===== config.mk =====
export PLATFORM = sky130hd
export DESIGN_NAME = key_hold_repeater
export DESIGN_NICKNAME = d
export VERILOG_FILES = /design/src/rtl/kr_pkg.sv /design/src/rtl/kr_rise_detect.sv /design/src/rtl/kr_tick_timer.sv /design/src/rtl/kr_hold_fsm.sv /design/src/rtl/key_hold_repeater.sv
export SDC_FILE = /design/constraint.sdc
export NUM_CORES = 1
export LEC_CHECK = 0
export ABC_AREA = 1
export BUFFER_PORTS_ARGS = -buffer_cell sky130_fd_sc_hd__buf_4
export CAP_MARGIN = 20
export CORE_ASPECT_RATIO = 0.75
export CORE_MARGIN = 3
export CORE_UTILIZATION = 45
export CTS_CLUSTER_DIAMETER = 120
export DETAILED_ROUTE_END_ITERATION = 16
export PLACE_DENSITY = 0.61
export SLEW_MARGIN = 20
export SYNTH_ARGS = -nofsm -noshare
export SYNTH_HDL_FRONTEND = slang
export SYNTH_HIERARCHICAL = 1
export SYNTH_SLANG_ARGS = --single-unit

===== constraint.sdc =====
create_clock -name clk -period 1.6 [get_ports clk]
set_input_delay 0.16 -clock clk [delete_from_list [all_inputs] [get_ports clk]]
set_output_delay 0.16 -clock clk [all_outputs]
set_load 0.005 [all_outputs]

===== src/rtl/kr_pkg.sv =====
package kr_pkg;

    typedef enum logic [1:0] {
        HOLD_IDLE   = 2'd0,
        HOLD_FIRST  = 2'd1,
        HOLD_REPEAT = 2'd2
    } hold_state_e;

    typedef struct packed {
        logic clear;
        logic advance;
    } timer_cmd_t;

    function automatic int count_width(input int a, input int b);
        int m;
        m = (a > b) ? a : b;
        return (m < 2) ? 1 : $clog2(m);
    endfunction

endpackage


===== src/rtl/kr_rise_detect.sv =====
module kr_rise_detect (
    input  logic clk,
    input  logic rst,
    input  logic level,
    output logic rise
);
    logic level_q;

    // Reset value of one hides a level already high during reset.
    always_ff @(posedge clk) begin
        if (rst) level_q <= 1'b1;
        else     level_q <= level;
    end

    assign rise = level & ~level_q;
endmodule


===== src/rtl/kr_tick_timer.sv =====
module kr_tick_timer
    import kr_pkg::*;
#(
    parameter int CW = 9
) (
    input  logic          clk,
    input  logic          rst,
    input  timer_cmd_t    cmd,
    input  logic [CW-1:0] last,
    output logic          at_last
);
    logic [CW-1:0] cnt_q;

    assign at_last = (cnt_q == last);

    always_ff @(posedge clk) begin
        if (rst || cmd.clear)  cnt_q <= '0;
        else if (cmd.advance)  cnt_q <= at_last ? '0 : cnt_q + 1'b1;
    end
endmodule


===== src/rtl/kr_hold_fsm.sv =====
module kr_hold_fsm
    import kr_pkg::*;
#(
    parameter int CW           = 9,
    parameter int FIRST_TICKS  = 500,
    parameter int REPEAT_TICKS = 100
) (
    input  logic          clk,
    input  logic          rst,
    input  logic          key,
    input  logic          rise,
    input  logic          tick,
    input  logic          at_last,
    output timer_cmd_t    cmd,
    output logic [CW-1:0] last,
    output logic          pulse
);
    localparam logic [CW-1:0] LAST_FIRST  = CW'(FIRST_TICKS - 1);
    localparam logic [CW-1:0] LAST_REPEAT = CW'(REPEAT_TICKS - 1);

    hold_state_e state_q, state_d;

    always_comb begin
        state_d     = state_q;
        cmd.clear   = 1'b0;
        cmd.advance = 1'b0;
        pulse       = 1'b0;
        last        = (state_q == HOLD_REPEAT) ? LAST_REPEAT : LAST_FIRST;
        if (!key) begin
            state_d   = HOLD_IDLE;
            cmd.clear = 1'b1;
        end else if (rise) begin
            state_d   = HOLD_FIRST;
            cmd.clear = 1'b1;
            pulse     = 1'b1;
        end else if (state_q != HOLD_IDLE && tick) begin
            cmd.advance = 1'b1;
            if (at_last) begin
                pulse   = 1'b1;
                state_d = HOLD_REPEAT;
            end
        end
    end

    always_ff @(posedge clk) begin
        if (rst) state_q <= HOLD_IDLE;
        else     state_q <= state_d;
    end
endmodule


===== src/rtl/key_hold_repeater.sv =====
module key_hold_repeater
    import kr_pkg::*;
#(
    parameter int FIRST_TICKS  = 500,
    parameter int REPEAT_TICKS = 100
) (
    input  logic clk,
    input  logic rst,
    input  logic key_level,
    input  logic tick_ms,
    output logic step
);
    localparam int CW = count_width(FIRST_TICKS, REPEAT_TICKS);

    logic          rise;
    logic          at_last;
    logic          pulse;
    logic [CW-1:0] last;
    timer_cmd_t    cmd;
    logic          step_q;

    kr_rise_detect u_rise (
        .clk(clk), .rst(rst), .level(key_level), .rise(rise)
    );

    kr_hold_fsm #(
        .CW(CW), .FIRST_TICKS(FIRST_TICKS), .REPEAT_TICKS(REPEAT_TICKS)
    ) u_fsm (
        .clk(clk), .rst(rst), .key(key_level), .rise(rise), .tick(tick_ms),
        .at_last(at_last), .cmd(cmd), .last(last), .pulse(pulse)
    );

    kr_tick_timer #(.CW(CW)) u_timer (
        .clk(clk), .rst(rst), .cmd(cmd), .last(last), .at_last(at_last)
    );

    always_ff @(posedge clk) begin
        if (rst) step_q <= 1'b0;
        else     step_q <= pulse;
    end

    assign step = step_q;
endmodule


Word-level counts from Yosys, hierarchy flattened
Index checks and enable logic that the tools add are counted.

word-level totals
  flip-flop bits (word level) = 13
  output and inout port bits = 1

operators by class
  equality and inequality tests = 2
  reductions and logical operators = 9
  muxes and demuxes = 13
  add/sub/neg operators = 1
  bitwise logic cells = 3

operators by type and width
  operator             count
  $mux 9               2
  $mux 1               11
  $add 9x1->9 const B  1
  $eq 9x9->1           1
  $reduce_bool 2->1    3
  $reduce_and 2->1     2
  $reduce_or 3->1      1
  $eq 2x2->1 const B   1
  $not 1->1            2
  $reduce_or 2->1      1
  $and 1x1->1          1
  $logic_and 1x1->1    1
  $logic_or 1x1->1     1

Logic depth before layout (Yosys ltp)
  word-level depth = 6
  gate-level depth with buffers = 13
  mapped depth without buffers = 13

By module
The synthesis kept the hierarchy.

by module, submodules not included
  module             cells each  area each (sq um)  seq. area each (sq um)  times used
  kr_tick_timer      86          568.0              180.2                   1
  kr_hold_fsm        28          187.7              40.0                    1
  kr_rise_detect     5           37.5               20.0                    1
  key_hold_repeater  3           30.0               20.0                    1

Worst setup path before layout
Ideal clock, no wire load.

  path kind = reg-to-reg
  from = register u_rise.level_q
  to = register u_timer.cnt_q[8]
  buffers on the path = 0
  slack = 92 ps
  data arrival time = 1444 ps
  stages on the path, launching flop included = 13
  cells stage by stage = dfxtp_1 nor2_2 inv_1 nand2_1 nor2_1 nand2_2 nor2_2 nand3_2 nor2_2 nand2_1 nand2_1 nand2_1 nor2_1

RTL lines
  item                      RTL line              source
  start: declaration        kr_rise_detect.sv:7   logic level_q;
  start signal: assignment  kr_rise_detect.sv:12  else level_q <= level;
  end signal: assignment    kr_tick_timer.sv:18   else if (cmd.advance) cnt_q <= at_last ? '0 : cnt_q + 1'b1;
  end: declaration          kr_tick_timer.sv:12   logic [CW-1:0] cnt_q;

Final worst setup path
  from = register u_fsm.state_q[0]
  to = register step_q (netlist: step)

between the ends
  cells in the longest elaborated chain, start to end = 6

ends and longest elaborated chain
  item                      RTL line                 source
  start: declaration        kr_hold_fsm.sv:21        hold_state_e state_q, state_d;
  start signal: assignment  kr_hold_fsm.sv:47        else state_q <= state_d;
  $eq 2x2->1                kr_hold_fsm.sv:28        last = (state_q == HOLD_REPEAT) ? LAST_REPEAT : LAST_FIRST;
  $mux 9                    kr_hold_fsm.sv:28
  named net last[4]         key_hold_repeater.sv:18  logic [CW-1:0] last;
  $eq 9x9->1                kr_tick_timer.sv:14      assign at_last = (cnt_q == last);
  named net at_last         key_hold_repeater.sv:16  logic at_last;
  $mux 1                    kr_hold_fsm.sv:38        if (at_last) begin
  $mux 1                    kr_hold_fsm.sv:36        end else if (state_q != HOLD_IDLE && tick) begin
  $mux 1                    kr_hold_fsm.sv:32        end else if (rise) begin
  end signal: assignment    key_hold_repeater.sv:39  else step_q <= pulse;
  end: declaration          key_hold_repeater.sv:20  logic step_q;

The timed path passes the listed nets, and every way through them passes these cells.
A chain may end at the register's enable or synchronous reset.

==> results_dict.tcl <==
set metrics [dict create \
    run_status "completed" \
    clock_tree.buffer_depth 2 \
    insertedDiodeCount 0 \
    critPathArrivalTime_ns 1.74 \
    grt_setup_unrepaired "true" \
    max_clock_freq_ghz 0.656 \
    synth_top_cell_by_area "sky130_fd_sc_hd__dfxtp_1" \
    remaining_drc_errors 0 \
    grt_antenna_before_repair 0 \
    dominantRegCellSynth "sky130_fd_sc_hd__dfxtp_1" \
    setup.worst_path.start_class "register" \
    synth_cell_types 21 \
    post_drt_wl_per_cell_um 9.48 \
    finalSetupViolCount 0 \
    synth.top_cells.by_area "sky130_fd_sc_hd__dfxtp_1, sky130_fd_sc_hd__nand2_1, sky130_fd_sc_hd__xnor2_1, sky130_fd_sc_hd__inv_1, sky130_fd_sc_hd__buf_4" \
    global_route_overflow 0 \
    synth_enable_flop_cells 0 \
    final_max_slew_viol_count 0 \
    vias 668 \
    period_minus_slack_ns 1.52 \
    holdPathStages 2 \
    drtPass1Iterations 3 \
    worstPathMaxFanout 3 \
    rr_worst_depth 9 \
    track_usage 0.141 \
    fraction_of_layout_instances_using_a_drive_strength_above_1 0.263 \
    vias_in_the_first_global_route 636 \
    critical_path.endpoint_type "register" \
    timing.final.crit_share 0.952 \
    ordered_list_of_cells_on_the_worst_path "inv_2 -> nand2_4 -> xnor2_1 -> nand2_1 -> nor4_2 -> nand3_2 -> a21boi_2 -> inv_1 -> nor2_2" \
    htree_num_levels 1 \
    syn-mean-instance-area_sq_um 6.75 \
    detailedPlace.worstSlack_ns -0.0120 \
    totalWireLength_um 1460 \
    floorplan.die.width_um 55.4 \
    std_cell_rows 12 \
    yosys.area.top_type_share 0.316 \
    critical_path_buf_inv_count 2 \
    dpl.hpwl_um 1140 \
    count_of_synthesis_stage_warnings_from_yosys 6 \
    cts_tree "yes" \
    die_area_sq_um 2380 \
    setup_tns_ns 0 \
    hold_wc_path_type "in -> reg" \
    design.portCount 5 \
    whs_ns 0.0709 \
    timing.critical_path.depth 9 \
    area_growth_pct 16.0 \
    clock_skew_ns 0.00520 \
    vias_per_cell 4.34 \
    data_required_time_of_the_worst_path_ns 1.81 \
    drt_first_iter_violations 13 \
    cp_top_family "simple AND/OR/NAND/NOR gates" \
    clkTransAtPathRegs_ns 0.08 \
    finalNetCount 139 \
    crit_path_start "u_fsm/state_q[0]$_SDFFE_PP0P_" \
    initial_utilization 0.517 \
    rr_startpoint "u_fsm/state_q[0]$_SDFFE_PP0P_" \
    cpPeakStageDelay_ns 0.33 \
    ir_worst_vdd_uv 591 \
    chipHeight_um 43.0 \
    post_synth_instance_area_sq_um 823 \
    maxCapViolations 0 \
    synth.cells.most_frequent "sky130_fd_sc_hd__nand2_1, sky130_fd_sc_hd__inv_1, sky130_fd_sc_hd__nor2_1, sky130_fd_sc_hd__dfxtp_1, sky130_fd_sc_hd__xnor2_1" \
    grt_pass1_wl_um 2620 \
    design.core.area_sq_um 1590 \
    yosysMostFrequentCell "sky130_fd_sc_hd__nand2_1" \
    synth-async-reset-ratio 0 \
    pin_count_of_the_biggest_net_entering_global_routing 8 \
    timing_worst_setup_path_type "reg -> reg" \
    p_leak_nw 0.408 \
    ys_seq_area_frac 0.316 \
    postLayoutSetupSlackWorst_ns 0.0765 \
    hp-start "rst" \
    cts_made_buffers 3 \
    final_weighted_congestion_in_routability_driven_placement 0.790 \
    crit_slowest_cell "sky130_fd_sc_hd__dfxtp_2" \
    route.antenna.remaining_nets 0 \
    portBuffers 4 \
    fillerInstances 178 \
    power.density_cell_area_nw_per_um2 599 \
    tritoncts_num_sinks 13 \
    cts.root.buffer_cell "sky130_fd_sc_hd__clkbuf_4" \
    timing_hold_violations_final 0 \
    multi_input_area_sq_um 478 \
    netlist_instances 122 \
    regArea_sq_um 263 \
    clock_insertion_delay_worst_skew_ns 0.27 \
    register_bit_count_reported_by_yosys 13 \
]
routing by layer:
metal,global-route usage,routed length (um),vias up
met5,0,0,-
met4,0.0146,0,0
met3,0.0638,54,0
met2,0.217,675,6
met1,0.186,730,292
li1,-,-,370
timing repair:
action	4_1_cts	5_1_grt
endpoints found under the setup margin	1	6
hold buffers	0	0
setup buffers	0	1
resized for setup	1	12
pin swaps	1	5
gates cloned	0	0
power breakdown:
part,switching (mW),internal [mW],leakage [nW]
clock network,0.103,0.0965,0.0150
registers,0.00118,0.326,0.106
logic,0.0267,0.0189,0.287
total,0.131,0.441,0.408
layout make-up:
cell class	count	area share
repair buffers	11	0.0865
clock buffers	4	0.0275
inverters	21	0.0826
multi-input cells	84	0.501
flip-flops and latches	13	0.275
well taps	21	0.0275
worst paths after layout:
path	to	slack (ns)
setup / recovery	step$_SDFF_PP0_	0.08
setup reg to reg	step$_SDFF_PP0_	0.08
hold / removal	step$_SDFF_PP0_	0.07
hold reg to reg	u_fsm/state_q[0]$_SDFFE_PP0P_	0.48
cells in the final DEF (no fill, tap or decap), types with 2 or more instances in the layout:
master and instances:
sky130_fd_sc_hd__a21oi_2 2, sky130_fd_sc_hd__nand2_2 3, sky130_fd_sc_hd__clkbuf_4 3, sky130_fd_sc_hd__xor2_1 2, sky130_fd_sc_hd__buf_4 11, sky130_fd_sc_hd__inv_2 2, sky130_fd_sc_hd__nand2_1 27, sky130_fd_sc_hd__xnor2_1 8
sky130_fd_sc_hd__nand3_1 6, sky130_fd_sc_hd__conb_1 6, sky130_fd_sc_hd__dfxtp_1 11, sky130_fd_sc_hd__inv_1 19, sky130_fd_sc_hd__nor2_2 5, sky130_fd_sc_hd__dfxtp_2 2, sky130_fd_sc_hd__nor2_1 13, sky130_fd_sc_hd__nand3_2 2
state kept, by name, indices dropped and copies added, names as in the netlist:
signal          cells
step                1
u_fsm/state_q       2
u_rise/level_q      1
u_timer/cnt_q       9
logic make-up after synthesis:
kind of cell | synth area share
other | 0.00912
XOR/XNOR | 0.117
AO/OA/AOI/OAI | 0.0380
AND/OR/NAND/NOR | 0.324
multiplexers | 0.0122
flip-flops | 0.316
buffers and inverters | 0.169
adder cells (fa/ha/maj) | 0.0152
per-stage QoR:
| stage | std cells | area, sq um | power [mW] | utilization |
|---|---|---|---|---|
| 5_1_grt | 154 | 955 | 0.609 | 0.600 |
| 6_report | 154 | 955 | 0.572 | 0.600 |
| 2_1_floorplan | 126 | 838 | 0.372 | - |
| 3_5_place_dp | 149 | 880 | 0.377 | 0.553 |
| 4_1_cts | 153 | 912 | 0.582 | 0.573 |
| 3_3_place_gp | 149 | 880 | 0.376 | 0.553 |
No activity file was read; power rests on OpenSTA's default activity.
